### config.mk
export PLATFORM = sky130hd
export DESIGN_NAME = hwsem_bank
export DESIGN_NICKNAME = d
export VERILOG_FILES = /design/src/rtl/hwsem_pkg.sv /design/src/rtl/hwsem_arb.sv /design/src/rtl/hwsem_decode.sv /design/src/rtl/hwsem_lock_array.sv /design/src/rtl/hwsem_bank.sv
export SDC_FILE = /design/constraint.sdc
export NUM_CORES = 1
export LEC_CHECK = 0
export ABC_AREA = 1
export CELL_PAD_IN_SITES_DETAIL_PLACEMENT = 1
export CELL_PAD_IN_SITES_GLOBAL_PLACEMENT = 1
export CORE_MARGIN = 5
export CORE_UTILIZATION = 31
export CTS_CLUSTER_DIAMETER = 80
export DETAILED_ROUTE_END_ITERATION = 7
export PLACE_DENSITY_LB_ADDON = 0.1
export RECOVER_POWER = 25
export SLEW_MARGIN = 0
export SYNTH_ARGS = -nofsm -noshare
export SYNTH_HDL_FRONTEND = slang
export SYNTH_SLANG_ARGS = --single-unit
### constraint.sdc
create_clock -name clk -period 2.2 [get_ports clk]
set_input_delay 0.33 -clock clk [delete_from_list [all_inputs] [get_ports clk]]
set_output_delay 0.33 -clock clk [all_outputs]
set_load 0.02 [all_outputs]
### src/rtl/hwsem_pkg.sv
package hwsem_pkg;
  localparam int unsigned DATA_W      = 32;
  localparam int unsigned STATUS_OFFS = 'h014;
  localparam int unsigned REGION_BIT  = 11;   // lock words live where this bit is the only high bit
  localparam int unsigned SLOT_W      = 9;    // word slots in the lock region
  localparam int unsigned UNIT        = 32;   // count granularity of the status field

  // Status word: count field in 31:24, ready flag in bit 0.
  function automatic logic [DATA_W-1:0] status_word(input int unsigned nlocks, input logic rdy);
    logic [DATA_W-1:0] w;
    w        = '0;
    w[31:24] = 8'(nlocks / UNIT);
    w[0]     = rdy;
    return w;
  endfunction

  function automatic bit count_is_legal(input int unsigned nlocks);
    return (nlocks == 32) || (nlocks == 64) || (nlocks == 128) || (nlocks == 256);
  endfunction
endpackage

### src/rtl/hwsem_arb.sv
module hwsem_arb #(
  parameter int unsigned NUM_REQ = 2,
  localparam int unsigned IW = (NUM_REQ > 1) ? $clog2(NUM_REQ) : 1
) (
  input  logic [NUM_REQ-1:0] req,
  output logic [NUM_REQ-1:0] gnt,
  output logic [IW-1:0]      idx,
  output logic               any
);
  // lowest index wins: walk downward so the last hit is the lowest
  always_comb begin
    gnt = '0;
    idx = '0;
    for (int i = NUM_REQ - 1; i >= 0; i--) begin
      if (req[i]) begin
        gnt    = '0;
        gnt[i] = 1'b1;
        idx    = IW'(i);
      end
    end
    any = |req;
  end
endmodule

### src/rtl/hwsem_decode.sv
module hwsem_decode
  import hwsem_pkg::*;
#(
  parameter int unsigned NUM_LOCKS = 32,
  parameter int unsigned ADDR_W    = 12,
  localparam int unsigned IDX_W    = $clog2(NUM_LOCKS)
) (
  input  logic [ADDR_W-1:0] addr,
  output logic              hit_lock,
  output logic              hit_status,
  output logic [IDX_W-1:0]  lock_idx
);
  localparam logic [SLOT_W-1:0]             LIMIT   = SLOT_W'(NUM_LOCKS);
  localparam logic [ADDR_W-REGION_BIT-1:0]  REG_TAG = (ADDR_W-REGION_BIT)'(1);

  logic [SLOT_W-1:0] slot;
  logic              in_region;
  logic              aligned;

  always_comb begin
    slot       = addr[REGION_BIT-1:2];
    in_region  = (addr[ADDR_W-1:REGION_BIT] == REG_TAG);
    aligned    = (addr[1:0] == 2'b00);
    hit_lock   = in_region && aligned && (slot < LIMIT);
    lock_idx   = slot[IDX_W-1:0];
    hit_status = (addr == ADDR_W'(STATUS_OFFS));
  end
endmodule

### src/rtl/hwsem_lock_array.sv
module hwsem_lock_array #(
  parameter int unsigned NUM_LOCKS = 32,
  localparam int unsigned IDX_W    = $clog2(NUM_LOCKS)
) (
  input  logic                 clk,
  input  logic                 rst_n,
  input  logic                 acq_en,
  input  logic                 rel_en,
  input  logic [IDX_W-1:0]     idx,
  output logic [NUM_LOCKS-1:0] lock_q
);
  for (genvar g = 0; g < NUM_LOCKS; g++) begin : g_lock
    logic sel;
    assign sel = (idx == IDX_W'(g));
    always_ff @(posedge clk or negedge rst_n) begin
      if (!rst_n)              lock_q[g] <= 1'b0;
      else if (sel && acq_en)  lock_q[g] <= 1'b1;
      else if (sel && rel_en)  lock_q[g] <= 1'b0;
    end
  end
endmodule

### src/rtl/hwsem_bank.sv
module hwsem_bank
  import hwsem_pkg::*;
#(
  parameter int unsigned NUM_LOCKS = 32,
  parameter int unsigned NUM_REQ   = 2,
  parameter int unsigned ADDR_W    = 12
) (
  input  logic                        clk,
  input  logic                        rst_n,
  input  logic [NUM_REQ-1:0]          req_vld,
  input  logic [NUM_REQ-1:0]          req_wr,
  input  logic [NUM_REQ*ADDR_W-1:0]   req_addr,
  input  logic [NUM_REQ*DATA_W-1:0]   req_wdata,
  output logic [NUM_REQ-1:0]          req_gnt,
  output logic [NUM_REQ-1:0]          rsp_vld,
  output logic [DATA_W-1:0]           rsp_data
);
  localparam int unsigned IDX_W = $clog2(NUM_LOCKS);
  localparam int unsigned IW    = (NUM_REQ > 1) ? $clog2(NUM_REQ) : 1;

  if (!count_is_legal(NUM_LOCKS)) begin : g_bad_count
    initial $error("NUM_LOCKS must be 32, 64, 128 or 256");
  end

  // arbitration
  logic [IW-1:0] gnt_idx;
  logic          gnt_any;

  hwsem_arb #(.NUM_REQ(NUM_REQ)) u_arb (
    .req (req_vld),
    .gnt (req_gnt),
    .idx (gnt_idx),
    .any (gnt_any)
  );

  // selected access
  logic [ADDR_W-1:0] sel_addr;
  logic              sel_wr;
  logic [DATA_W-1:0] sel_wdata;

  always_comb begin
    sel_addr  = req_addr[gnt_idx*ADDR_W +: ADDR_W];
    sel_wr    = req_wr[gnt_idx];
    sel_wdata = req_wdata[gnt_idx*DATA_W +: DATA_W];
  end

  logic             hit_lock;
  logic             hit_status;
  logic [IDX_W-1:0] lock_idx;

  hwsem_decode #(.NUM_LOCKS(NUM_LOCKS), .ADDR_W(ADDR_W)) u_dec (
    .addr       (sel_addr),
    .hit_lock   (hit_lock),
    .hit_status (hit_status),
    .lock_idx   (lock_idx)
  );

  // lock state and named events
  logic [NUM_LOCKS-1:0] lock_q;
  logic cur_held;
  logic acq_evt, busy_rd_evt, rel_en, rel_evt, nop_evt, stat_evt;

  always_comb begin
    cur_held    = lock_q[lock_idx];
    acq_evt     = gnt_any && !sel_wr && hit_lock && !cur_held;
    busy_rd_evt = gnt_any && !sel_wr && hit_lock &&  cur_held;
    rel_en      = gnt_any &&  sel_wr && hit_lock && (sel_wdata == '0);
    rel_evt     = rel_en && cur_held;
    nop_evt     = gnt_any && (sel_wr ? (!hit_lock || (sel_wdata != '0)) : !hit_lock);
    stat_evt    = gnt_any && !sel_wr && hit_status;
  end

  hwsem_lock_array #(.NUM_LOCKS(NUM_LOCKS)) u_locks (
    .clk    (clk),
    .rst_n  (rst_n),
    .acq_en (acq_evt),
    .rel_en (rel_en),
    .idx    (lock_idx),
    .lock_q (lock_q)
  );

  // read data
  logic              ready_q;
  logic [DATA_W-1:0] rd_val;

  always_comb begin
    if (sel_wr)          rd_val = '0;
    else if (hit_status) rd_val = status_word(NUM_LOCKS, ready_q);
    else if (hit_lock)   rd_val = DATA_W'(cur_held);
    else                 rd_val = '0;
  end

  always_ff @(posedge clk or negedge rst_n) begin
    if (!rst_n) begin
      ready_q  <= 1'b0;
      rsp_vld  <= '0;
      rsp_data <= '0;
    end else begin
      ready_q  <= 1'b1;
      rsp_vld  <= req_gnt;
      rsp_data <= gnt_any ? rd_val : '0;
    end
  end
endmodule

# == After elaboration in Yosys (flattened, before gate mapping) ==
# Index checks and enable logic that the tools add are counted.
# totals
input_bits,94
regBits,67
# op_classes
shift,2
mux,76
n_eq_ne,32
n_reduce_logical,110
order_cmp,3
mul,1
# op_table
op,n
$eq A5 B5 Y1 const B,16
$logic_and A1 B1 Y1,72
$mux W1,70
$mux W32,2
$reduce_bool A2 Y1,32
$shiftx A64 B7 Y32,1
$eq A5 B4 Y1 const B,8
$logic_not A32 Y1,1
$mux W25,1
$shiftx A24 B6 Y12,1
$eq A5 B3 Y1 const B,4
$eq A12 B5 Y1 const B,1
$eq A5 B2 Y1 const B,2
$lt A9 B6 Y1 const B,1
$lt A5 B6 Y1 const B,1
$bmux W1 S5,1
$eq A5 B1 Y1 const B,1
$logic_not A5 Y1,1
$mux W2,2
$mul A1 B2 Y3 const B,1
$logic_not A1 Y1,2
$logic_not A2 Y1,1
$lt A1 B2 Y1 const B,1
$reduce_or A2 Y1,1

# == Logic depth before layout (Yosys ltp) ==
# Gate-level depths: netlist of the first run.
# logic_depth
ltp_word,12
mapped_depth,15
depth_no_buf,15

# == Cells and area by module ==
# Synthesis of the first run repeated with hierarchy kept, for this count alone.
# hier_totals
cells_unflattened,455
area_unflattened_um2,2934.1
# by_module_without_submodules
module,seq_area_each_um2,instances,cells_each,area_per_inst_um2
hwsem_lock_array,800.8,1,203,1592.8
hwsem_bank,125.1,1,223,1199.9
hwsem_decode,0.0,1,23,111.4
hwsem_arb,0.0,1,6,30.0

# == Least setup slack after synthesis of the first run ==
# No wires, ideal clock.
# synth_timing
kind,in2reg
start,input req_vld[0]
end,register u_locks.lock_q[17]
setup_slack_ns,0.509
path_buffers,2
setup_ns,0.118
t_arrival_ns,1.573
t_required_ns,2.082
cell_stages,14
cell_sequence,inv_2 -> nand2_4 -> buf_6 -> nand2_2 -> nand2_4 -> inv_1 -> nor2_4 -> nand2_1 -> nand2_1 -> nor2_1 -> nand2_4 -> buf_6 -> nand4_1 -> nand2_1
# synth_between
elab_chain_cells,10
elab_cells_between_ends,27
# synth_lines
item,line_no,text
"start, declared",hwsem_bank.sv:10,"input logic [NUM_REQ-1:0] req_vld,"
"parallel branches: the longest is 10 deep, another holds $lt A9 B6 Y1",--,
"end signal, assigned by index",hwsem_lock_array.sv:16,if (!rst_n) lock_q[g] <= 1'b0;
"end signal, assigned by index",hwsem_lock_array.sv:17,else if (sel && acq_en) lock_q[g] <= 1'b1;
"end signal, assigned by index",hwsem_lock_array.sv:18,else if (sel && rel_en) lock_q[g] <= 1'b0;
"end, declared",hwsem_lock_array.sv:10,output logic [NUM_LOCKS-1:0] lock_q
# Several ways; the timed one is not identified. The select of a mux whose other input is x is not followed.
# A chain may end at the register's enable or synchronous reset.

# == Worst setup path after layout of the first run ==
# layout_timing
start,input req_vld[0]
end,register u_locks.lock_q[4]
# The elaborated chain is that of the path after synthesis.

==> summary.md, run 1 <==
| Metric | Value |
|---|---|
| Pleak | `0.00218 µW` |
| Longest Clk Path Bufs | `2` |
| Worst slew margin relative to its limit | `0.298` |
| Pwr per Cell Area | `440 nW/µm²` |
| Final period util | `0.969` |
| Synth Cell Area | `3060 µm²` |
| Global-route wire length before repair | `18800 µm` |
| Peak supply drop | `324 µV` |
| Final ANT Viol Nets | `0` |
| Max cap viols | `0` |
| Root Buffer | `clkbuf_8` |
| Hold Crit Class | `reg2reg` |
| Worst-path clk slew | `90 ps` |
| Most frequent CP cell | `nand2_1` |
| Status | `finished, final reports clean` |
| Vias/cell | `a little under 5` |
| Fmax | `469 MHz` |
| Overall Global Routing Usage | `0.202` |
| Max incr delay on CP | `440 ps` |
| Hold Path Cell Cnt | `2` |
| DR pass1 iterations | `4` |
| Gp weighted congestion | `0.766` |
| Clock latency on the worst-skew pair | `300 ps` |
| I/O pin cnt | `130` |
| # DRC | `0` |
| Clk sinks | `37` |
| Post-synth EDFFs | `0` |
| Fillcell total | `roughly 1300` |
| Worst EP arrival | `between 2000 and 2500 ps` |
| Worst Skew | `between 6 and 7 ps` |
| TritonCTS Buffers | `5` |
| FF-to-FF path depth | `11` |
| CTS tree | `built` |
| Crit Reg-Reg Startpoint | `u_locks.lock_q[16]$_DFFE_PN0P_` |
| Crit Reg-Reg Endpoint | `u_locks.lock_q[15]$_DFFE_PN0P_` |
| Die Ht | `109 µm` |
| Layout area overhead | `50.8%` |
| Cells along the critical path | `clkdlybuf4s50_1 -> inv_2 -> nand2_4 -> buf_4 -> nand2_2 -> nand2_4 -> buf_4 -> nor2_2 -> nand2_1 -> nand2_1 -> nor2_1 -> nand2_2 -> buf_12 -> nand4_1 -> nand2_1` |
| Cell Rows | `36` |
| Critical path peak fanout | `19` |
| Ys flop type | `dfrtp_1` |
| Final hold vios | `0` |
| Synth Instances | `459` |
| Post-DP HPWL | `9580 µm` |
| Die ar. | `12000 µm²` |
| Placed Instance Area | `4350 µm²` |
| Worst Setup Start Kind | `input pin` |
| Cell variety after synth | `32` |
| Crit. End Element | `flip-flop` |
| Hold Path End | `rsp_data[0]$_DFF_PN0_` |
| DRT iter0 DRCs | `163` |
| Initial core utilization | `0.316` |
| Die extent in x | `109 µm` |
| Worst slew pin tran | `1050 ps` |
| Vias | `3608` |
| Avg Synthesized Cell Area | `6.67 µm²` |
| Final-report max-slew violation count | `0` |
| Commonest non-fill, non-tap cell in the layout | `nand2_1` |
| Vias in the first global route | `3690` |
| Sequential-to-total area share from yosys stat | `0.302` |
| Min cycle time layout | `~2100 ps` |
| Top cell type's share of synthesized area | `0.302` |
| Layout cell share with drive strength beyond 1 | `0.162` |
| Final instance area | `~4600 µm²` |
| Grt ovf | `0` |
| Most frequent cells in the layout | `nand2_1, clkdlybuf4s50_1, buf_4` |
| Final number of setup-violating endpoints | `0` |
| Pin count of the biggest net entering global routing | `34` |
| Initial antenna violation count | `0` |
| CP required | `2440 ps` |
| Hold Crit Start | `ready_q$_DFF_PN0_` |
| Slowest cell on crit path | `clkdlybuf4s50_1` |
| FF+latch count, synth | `37` |
| Wire per inst | `17.7 µm` |
| Final wirelength | `12900 µm` |
| Diode count | `0` |
| Nets@finish | `690` |
| Reg2Reg Setup Slack | `roughly 660 ps` |
| Synth warnings | `0` |
| Port Buffer Count | `99` |
| Setup CP Type | `in2reg` |
| Post-synth ARST share | `1.00` |
| Hold_ws | `between 400 and 500 ps` |
| H-tree depth | `2` |
| RSZ-0062 raised after global routing | `yes` |
| Core area | `9680 µm²` |
| Largest cells by area after synthesis | `dfrtp_1, nand2_1, buf_4, nand3_1, nand4_1` |
| Synth area leader | `dfrtp_1` |
-- cells in the mapped netlist (2+ instances only) --
cell type and number:
nand2_1 153, nand3_1 45, nor2_1 45, buf_4 38, dfrtp_1 37, nand4_1 33
inv_1 29, nor4_1 17, buf_2 7, buf_6 6, o21ai_0 6, nand2_2 5
nand2_4 5, a21oi_1 3, inv_2 3, nand3b_1 3, nor2_4 3, o21ai_2 3
clkbuf_1 2, conb_1 2, nor2_2 2, o21ai_1 2
-- how the worst max path moves through the flow --
stage	start	to	slack, ps	cells past startpoint
2_1_floorplan	req_vld[0]	u_locks.lock_q[17]$_DFFE_PN0P_	510	14
3_3_place_gp	req_vld[1]	rsp_data[0]$_DFF_PN0_	-340	14
3_5_place_dp	req_vld[1]	u_locks.lock_q[4]$_DFFE_PN0P_	-410	13
4_1_cts	req_vld[1]	u_locks.lock_q[4]$_DFFE_PN0P_	-20	13
5_1_grt	req_vld[0]	u_locks.lock_q[29]$_DFFE_PN0P_	-40	13
6_report	req_vld[0]	u_locks.lock_q[4]$_DFFE_PN0P_	70	15
-- repair_timing --
action / 4_1_cts / 5_1_grt
gates resized for setup: 4 / 19
setup endpoints to repair: 34 / 34
buffers inserted: 0 / 3
cloned: 1 / 2
pin swaps: 1 / 1
hold buffers: 1 / 0
endpoints found under the hold margin: 16 / 0
-- worst max-delay path, delay by kind of cell --
| family | cells | cell delay, ps |
|---|---|---|
| AND/OR/NAND/NOR | 10 | 1000 |
| buffers and inverters | 5 | 1040 |
-- flip-flops by register name, indices dropped and copies added (netlist names) --
register        count
rsp_vld             2
rsp_data            2
ready_q             1
u_locks.lock_q     32
-- logic make-up after synthesis --
kind of cell           after synthesis  synth area share
buffers and inverters               87             0.172
muxes                                1           0.00735
and+or+nand+nor                    317             0.487
AOI/OAI and AO/OA                   15            0.0294
other                                2           0.00245
DFF                                 37             0.302
-- layer usage --
metal  vias up  part of all wire  global-route usage
met1      1768              0.41               0.230
met3        11             0.066              0.0364
met2       115              0.52               0.391
met4         0            0.0085              0.0383
li1       1714                 -                   -
met5         -                 0                   0
-- stage by stage --
stage                     worst slack, ps  TNS (ps)  instances  total power, µW  utilization
final                                69.0         0        730             2030        0.477
after global routing                -41.3      -413        730             2130        0.477
after CTS                           -21.6     -32.2        725             2020        0.465
after detailed placement             -409    -12340        715             1350        0.450
after global placement               -340     -9850        715             1330        0.450
after floorplan                       509         0        488             1050            -
-- cell type report --
type | instances | area (µm²) | share of cell area
Tap cell | 133 | 166 | 0.0360
Sequential cell | 37 | 926 | 0.200
Inverter | 34 | 133 | 0.0287
Clock buffer | 6 | 82.6 | 0.0179
Multi-Input combinational cell | 365 | 1800 | 0.390
Clock inverter | 2 | 37.5 | 0.00813
Timing Repair Buffer | 153 | 1470 | 0.319
-- report_power, final --
group | switching [µW] | total (µW) | leakage (µW) | internal [µW]
registers | 2.78 | 688 | 0.000511 | 685
clock network | 282 | 651 | 0.0000574 | 369
logic | 380 | 692 | 0.00161 | 312
Note: power is estimated with default switching activity, not from simulation.
==> run 2, diff against run 1 <==
--- a/config.mk
+++ b/config.mk
@@ -8,7 +8,7 @@
 export ABC_AREA = 1
 export CELL_PAD_IN_SITES_DETAIL_PLACEMENT = 1
 export CELL_PAD_IN_SITES_GLOBAL_PLACEMENT = 1
-export CORE_MARGIN = 5
+export CORE_MARGIN = 3
 export CORE_UTILIZATION = 31
 export CTS_CLUSTER_DIAMETER = 80
 export DETAILED_ROUTE_END_ITERATION = 7
==> summary.md, run 2 (same netlist as run 1, synthesis figures left out) <==
| Metric | Value |
|---|---|
| Status | `finished, final reports clean` |
| Vias in the first global route | `3667` |
| Reg2Reg Setup Slack | `690 ps` |
| CTS tree | `built` |
| Clk sinks | `37` |
| CP required | `2390 ps` |
| Diode count | `0` |
| Worst slew margin relative to its limit | `0.324` |
| Layout cell share with drive strength beyond 1 | `0.147` |
| Port Buffer Count | `99` |
| Final-report max-slew violation count | `0` |
| Flop pwr share | `0.343` |
| I/O pin cnt | `130` |
| Cell internal pwr | `1360 µW` |
| Final period util | `0.913` |
| Pleak | `0.00213 µW` |
| Worst slew pin tran | `1010 ps` |
| Clock latency on the worst-skew pair | `~300 ps` |
| DR pass1 iterations | `4` |
| Root Buffer | `clkbuf_8` |
| Pre-CTS setup slack | `-262 ps` |
| Nets@finish | `680` |
| Post-DP HPWL | `9080 µm` |
| Most flop-heavy register | `u_locks.lock_q` |
| Slowest cell on crit path | `clkdlybuf4s50_1` |
| Critical path peak fanout | `5` |
| Die ar. | `~11000 µm²` |
| Global-route wire length before repair | `around 19000 µm` |
| Worst Setup Start Kind | `input pin` |
| Psw | `640 µW` |
| Setup CP Type | `in2reg` |
| Regs by FF count | `u_locks.lock_q: 32 flops, rsp_data: 2 flops, rsp_vld: 2 flops` |
| Clock power share | `0.321` |
| Core area | `9420 µm²` |
| Commonest non-fill, non-tap cell in the layout | `nand2_1` |
| Hold Crit Class | `in2async` |
| DRT iter0 DRCs | `126` |
| Final ANT Viol Nets | `0` |
| Cells along the critical path | `clkdlybuf4s50_1 -> inv_1 -> nand2_2 -> nand2_2 -> buf_4 -> nor2_1 -> buf_4 -> nand2_1 -> nor2_1 -> nand3_1 -> nand2_1 -> nand2_1` |
| RSZ-0062 raised after global routing | `no` |
| Vias/cell | `4.90` |
| Worst Skew | `4.50 ps` |
| Max cap viols | `0` |
| Most frequent cells in the layout | `nand2_1, clkdlybuf4s50_1, nand3_1` |
| Longest Clk Path Bufs | `2` |
| H-tree depth | `2` |
| Layout area overhead | `47.8%` |
| Vias | `3508` |
| Wire per inst | `16.9 µm` |
| Most frequent CP cell | `nand2_1` |
| TritonCTS Buffers | `5` |
| Gp weighted congestion | `0.777` |
| Max reg flops | `32` |
| Die Ht | `105 µm` |
| Final wirelength | `about 12000 µm` |
| Fin util | `0.481` |
| Final hold vios | `0` |
| Pwr per Cell Area | `443 nW/µm²` |
| Overall Global Routing Usage | `0.209` |
| Peak supply drop | `221 µV` |
| Pin count of the biggest net entering global routing | `38` |
| Worst-path clk slew | `80 ps` |
| Post-CTS Setup Inserts | `0` |
| Worst Setup Slack, final | `192 ps` |
| Fmax | `roughly 500 MHz` |
| Max incr delay on CP | `600 ps` |
| Initial core utilization | `0.325` |
| Die extent in x | `105 µm` |
| Min cycle time layout | `2010 ps` |
| Crit. End Element | `flip-flop` |
| Setup TNS | `0 ps` |
| Gate power share | `0.336` |
| # DRC | `0` |
| Final number of setup-violating endpoints | `0` |
| Grt ovf | `0` |
| Sw frac | `0.319` |
| Cell Rows | `35` |
| Initial antenna violation count | `0` |
| Worst EP arrival | `2200 ps` |
run 2: cell types whose count changed in the layout (fill, tap and decap cells not counted), sizes merged:
cell,before,now
dlymetal6s2s,1,2
nand2,164,165
dlygate4sd3,1,0
buf,52,42
clkdlybuf4s50,96,95
run 2: path summary, 6_finish.rpt:
kind / startpoint / endpoint / cells after the start
max in group asynchronous: rst_n / u_locks.lock_q[14]$_DFFE_PN0P_ / 2
min in group clk: req_vld[0] / rsp_vld[0]$_DFF_PN0_ / 2
worst min register to register: ready_q$_DFF_PN0_ / rsp_data[0]$_DFF_PN0_ / 2
worst max register to register: u_locks.lock_q[28]$_DFFE_PN0P_ / u_locks.lock_q[30]$_DFFE_PN0P_ / 12
worst max-delay path: req_addr[2] / u_locks.lock_q[9]$_DFFE_PN0P_ / 12
worst min-delay path: rst_n / u_locks.lock_q[7]$_DFFE_PN0P_ / 2
run 2: power groups by stage:
stage / Sequential (µW) / Clock [µW] / Combinational [µW]
detailed placement: 701 / 0 / 652
floorplan: 704 / 0 / 344
finish: 688 / 643 / 673
global route: 689 / 696 / 729
CTS: 688 / 660 / 655
global placement: 701 / 0 / 645
run 2: final cells by class:
type / instances / area [µm²]
fill: 1229 / 4890
multi-input combinational: 366 / 1790
timing repair buffer: 142 / 1390
sequential: 37 / 926
tap: 129 / 161
inverter: 34 / 135
clock buffer: 6 / 82.6
clock inverter: 2 / 37.5
run 2: stage by stage:
step           hold WS (ps)  cells  cell area, µm²  total power, µW
3_3_place_gp            427    706            4340             1350
4_1_cts                 109    714            4460             2000
3_5_place_dp            432    706            4340             1350
2_1_floorplan          34.4    488            3170             1050
5_1_grt                 347    716            4530             2110
6_report                284    716            4530             2000
run 2: timing repair:
item | CTS | global route
gates resized for setup | 1 | 15
cloned | 0 | 2
endpoints found under the setup margin | 1 | 31
hold buffers | 0 | 0
pin swaps | 0 | 4
run 2: worst max-delay path, delay by kind of cell:
kind	cells	cell delay, ps
and+or+nand+nor	8	870
buffers and inverters	4	1010
run 2: layer usage:
metal  track usage  part of all wire  wire (µm)  up-vias
li1              -                 -          -     1695
met3        0.0374             0.056        673        8
met4        0.0366            0.0090        108        0
met1         0.247              0.42       5080     1685
met2         0.397              0.51       6210      120
met5             0                 0          0        -
==> run 3, diff against run 2 <==
--- a/config.mk
+++ b/config.mk
@@ -6,13 +6,11 @@
 export NUM_CORES = 1
 export LEC_CHECK = 0
 export ABC_AREA = 1
-export CELL_PAD_IN_SITES_DETAIL_PLACEMENT = 1
-export CELL_PAD_IN_SITES_GLOBAL_PLACEMENT = 1
 export CORE_MARGIN = 3
-export CORE_UTILIZATION = 31
+export CORE_UTILIZATION = 47
 export CTS_CLUSTER_DIAMETER = 80
 export DETAILED_ROUTE_END_ITERATION = 7
-export PLACE_DENSITY_LB_ADDON = 0.1
+export PLACE_DENSITY = 0.87
 export RECOVER_POWER = 25
 export SLEW_MARGIN = 0
 export SYNTH_ARGS = -nofsm -noshare
==> summary.md, run 3 (same netlist as run 1, synthesis figures left out) <==
| Metric | Value |
|---|---|
| Sw frac | `0.334` |
| Max reg flops | `32` |
| Worst slew margin relative to its limit | `0.362` |
| CP required | `roughly 2400 ps` |
| Worst EP arrival | `2330 ps` |
| Max incr delay on CP | `440 ps` |
| Power Total | `1840 µW` |
| Most frequent cells in the layout | `nand2_1, clkdlybuf4s50_1, nand3_1` |
| Crit Reg-Reg Startpoint | `u_locks.lock_q[25]$_DFFE_PN0P_` |
| Gp weighted congestion | `1.01` |
| DR pass1 iterations | `5` |
| CTS tree | `built` |
| Initial core utilization | `0.500` |
| CP bufs+invs | `5` |
| Nets@finish | `671` |
| Hold Crit Class | `in2async` |
| Clk sinks | `37` |
| Max cap viols | `0` |
| Peak supply drop | `515 µV` |
| RSZ-0062 raised after global routing | `yes` |
| Fmax | `466 MHz` |
| DRT iter0 DRCs | `around 400` |
| Clock latency on the worst-skew pair | `290 ps` |
| Status | `finished, final reports clean` |
| Die Ht | `just under 90 µm` |
| Pleak | `0.00206 µW` |
| Commonest non-fill, non-tap cell in the layout | `nand2_1` |
| Final period util | `0.976` |
| Most flop-heavy register | `u_locks.lock_q` |
| # DRC | `0` |
| Overall Global Routing Usage | `0.270` |
| Layout cell share with drive strength beyond 1 | `0.142` |
| Crit. End Element | `flip-flop` |
| Cell internal pwr | `1220 µW` |
| Worst Skew | `roughly 5.9 ps` |
| Min cycle time layout | `2150 ps` |
| Hold Buf Count CTS | `0` |
| Post-DP HPWL | `between 7000 and 8000 µm` |
| I/O pin cnt | `130` |
| Placed Instance Area | `~4200 µm²` |
| Final-report max-slew violation count | `0` |
| Initial antenna violation count | `0` |
| Cells along the critical path | `clkdlybuf4s50_1 -> inv_2 -> nand2_4 -> buf_8 -> nand2_2 -> nand2_4 -> clkinvlp_4 -> nor2_4 -> buf_4 -> a21oi_4 -> nand2_4 -> nand4_1 -> nand2_1` |
| Vias/cell | `5.40` |
| Layout area overhead | `41.7%` |
| Clock power share | `0.267` |
| Cell Rows | `28` |
| Pwr per Cell Area | `423 nW/µm²` |
| Worst Setup Start Kind | `input pin` |
| Slowest cell on crit path | `clkdlybuf4s50_1` |
| Wire per inst | `15.8 µm` |
| Die extent in x | `86.7 µm` |
| Dpl cells | `between 600 and 700` |
| Gate power share | `0.358` |
| Largest delay share family, worst path | `buffers and inverters` |
| Vias in the first global route | `3367` |
| Diode count | `0` |
| Setup CP Type | `in2reg` |
| Psw | `613 µW` |
| Final hold vios | `0` |
| H-tree depth | `2` |
| Final instance area | `4340 µm²` |
| Flop pwr share | `0.375` |
| Final ANT Viol Nets | `0` |
| Port Buffer Count | `99` |
| Die ar. | `7520 µm²` |
| Worst slew pin tran | `957 ps` |
| Regs by FF count | `u_locks.lock_q: 32 flops, rsp_data: 2 flops, rsp_vld: 2 flops` |
| Vias | `3519` |
| Fin cells | `652` |
| Core area | `around 6100 µm²` |
| FF-to-FF path depth | `9` |
| TritonCTS Buffers | `5` |
| Worst-path clk slew | `70 ps` |
| Global-route wire length before repair | `16200 µm` |
| Final number of setup-violating endpoints | `0` |
| Reg2Reg Setup Slack | `~640 ps` |
| Pin count of the biggest net entering global routing | `38` |
| Most frequent CP cell | `nand2_4` |
| Grt ovf | `0` |
| Longest Clk Path Bufs | `2` |
| Root Buffer | `clkbuf_8` |
| Final wirelength | `10300 µm` |
| Critical path peak fanout | `9` |
| Crit Reg-Reg Endpoint | `u_locks.lock_q[29]$_DFFE_PN0P_` |
-- run 3: changes by cell type in the layout (fill, tap and decap cells not counted), sizes merged --
cell,before,now
buf,42,34
bufinv,1,0
clkdlybuf4s50,95,96
clkinv,1,0
dlymetal6s2s,2,1
-- run 3: cell type report --
type                       instances  area (µm²)
clock buffer                       7        86.3
fill                             483        1790
inverter                          34         139
multi-input combinational        366        1790
sequential                        37         926
tap                               75        93.8
timing repair buffer             133        1300
-- run 3: per-layer routing --
metal	part of all wire	global-route usage	vias to the layer above
met5	0	0	-
met3	0.077	0.0361	21
met2	0.52	0.492	190
met4	0.013	0.0496	0
met1	0.39	0.341	1635
li1	-	-	1673
-- run 3: power groups by stage --
| stage | Clock [µW] | Combinational (µW) | Sequential, µW |
|---|---|---|---|
| 6_report | 490 | 657 | 688 |
| 5_1_grt | 531 | 703 | 688 |
| 4_1_cts | 492 | 608 | 688 |
| 3_5_place_dp | 0 | 592 | 701 |
| 3_3_place_gp | 0 | 581 | 701 |
| 2_1_floorplan | 0 | 344 | 704 |
-- run 3: worst max-delay path by stage --
stage                     startpoint                        endpoint  cells past startpoint
after floorplan           req_vld[0]  u_locks.lock_q[17]$_DFFE_PN0P_                     14
after global placement    req_vld[1]  u_locks.lock_q[17]$_DFFE_PN0P_                     12
after detailed placement  req_vld[1]  u_locks.lock_q[29]$_DFFE_PN0P_                     12
after CTS                 req_vld[1]  u_locks.lock_q[29]$_DFFE_PN0P_                     12
after global routing      req_vld[0]  u_locks.lock_q[15]$_DFFE_PN0P_                     13
final                     req_vld[0]  u_locks.lock_q[29]$_DFFE_PN0P_                     13
-- run 3: what timing repair did --
action                                  CTS  global route
resized for setup                         4            20
buffers inserted                          0             1
endpoints found under the setup margin    5            33
cloned                                    1             1
pin swaps                                 0             2
-- run 3: metrics by stage --
stage	utilization	hold slack [ps]	setup TNS, ps	setup slack, ps
2_1_floorplan	-	34.4	0	509
3_3_place_gp	0.678	431	-7900	-244
5_1_grt	0.708	241	-947	-67.3
4_1_cts	0.695	178	-8.15	-8.15
6_report	0.708	179	0	53.3
3_5_place_dp	0.678	438	-9930	-337
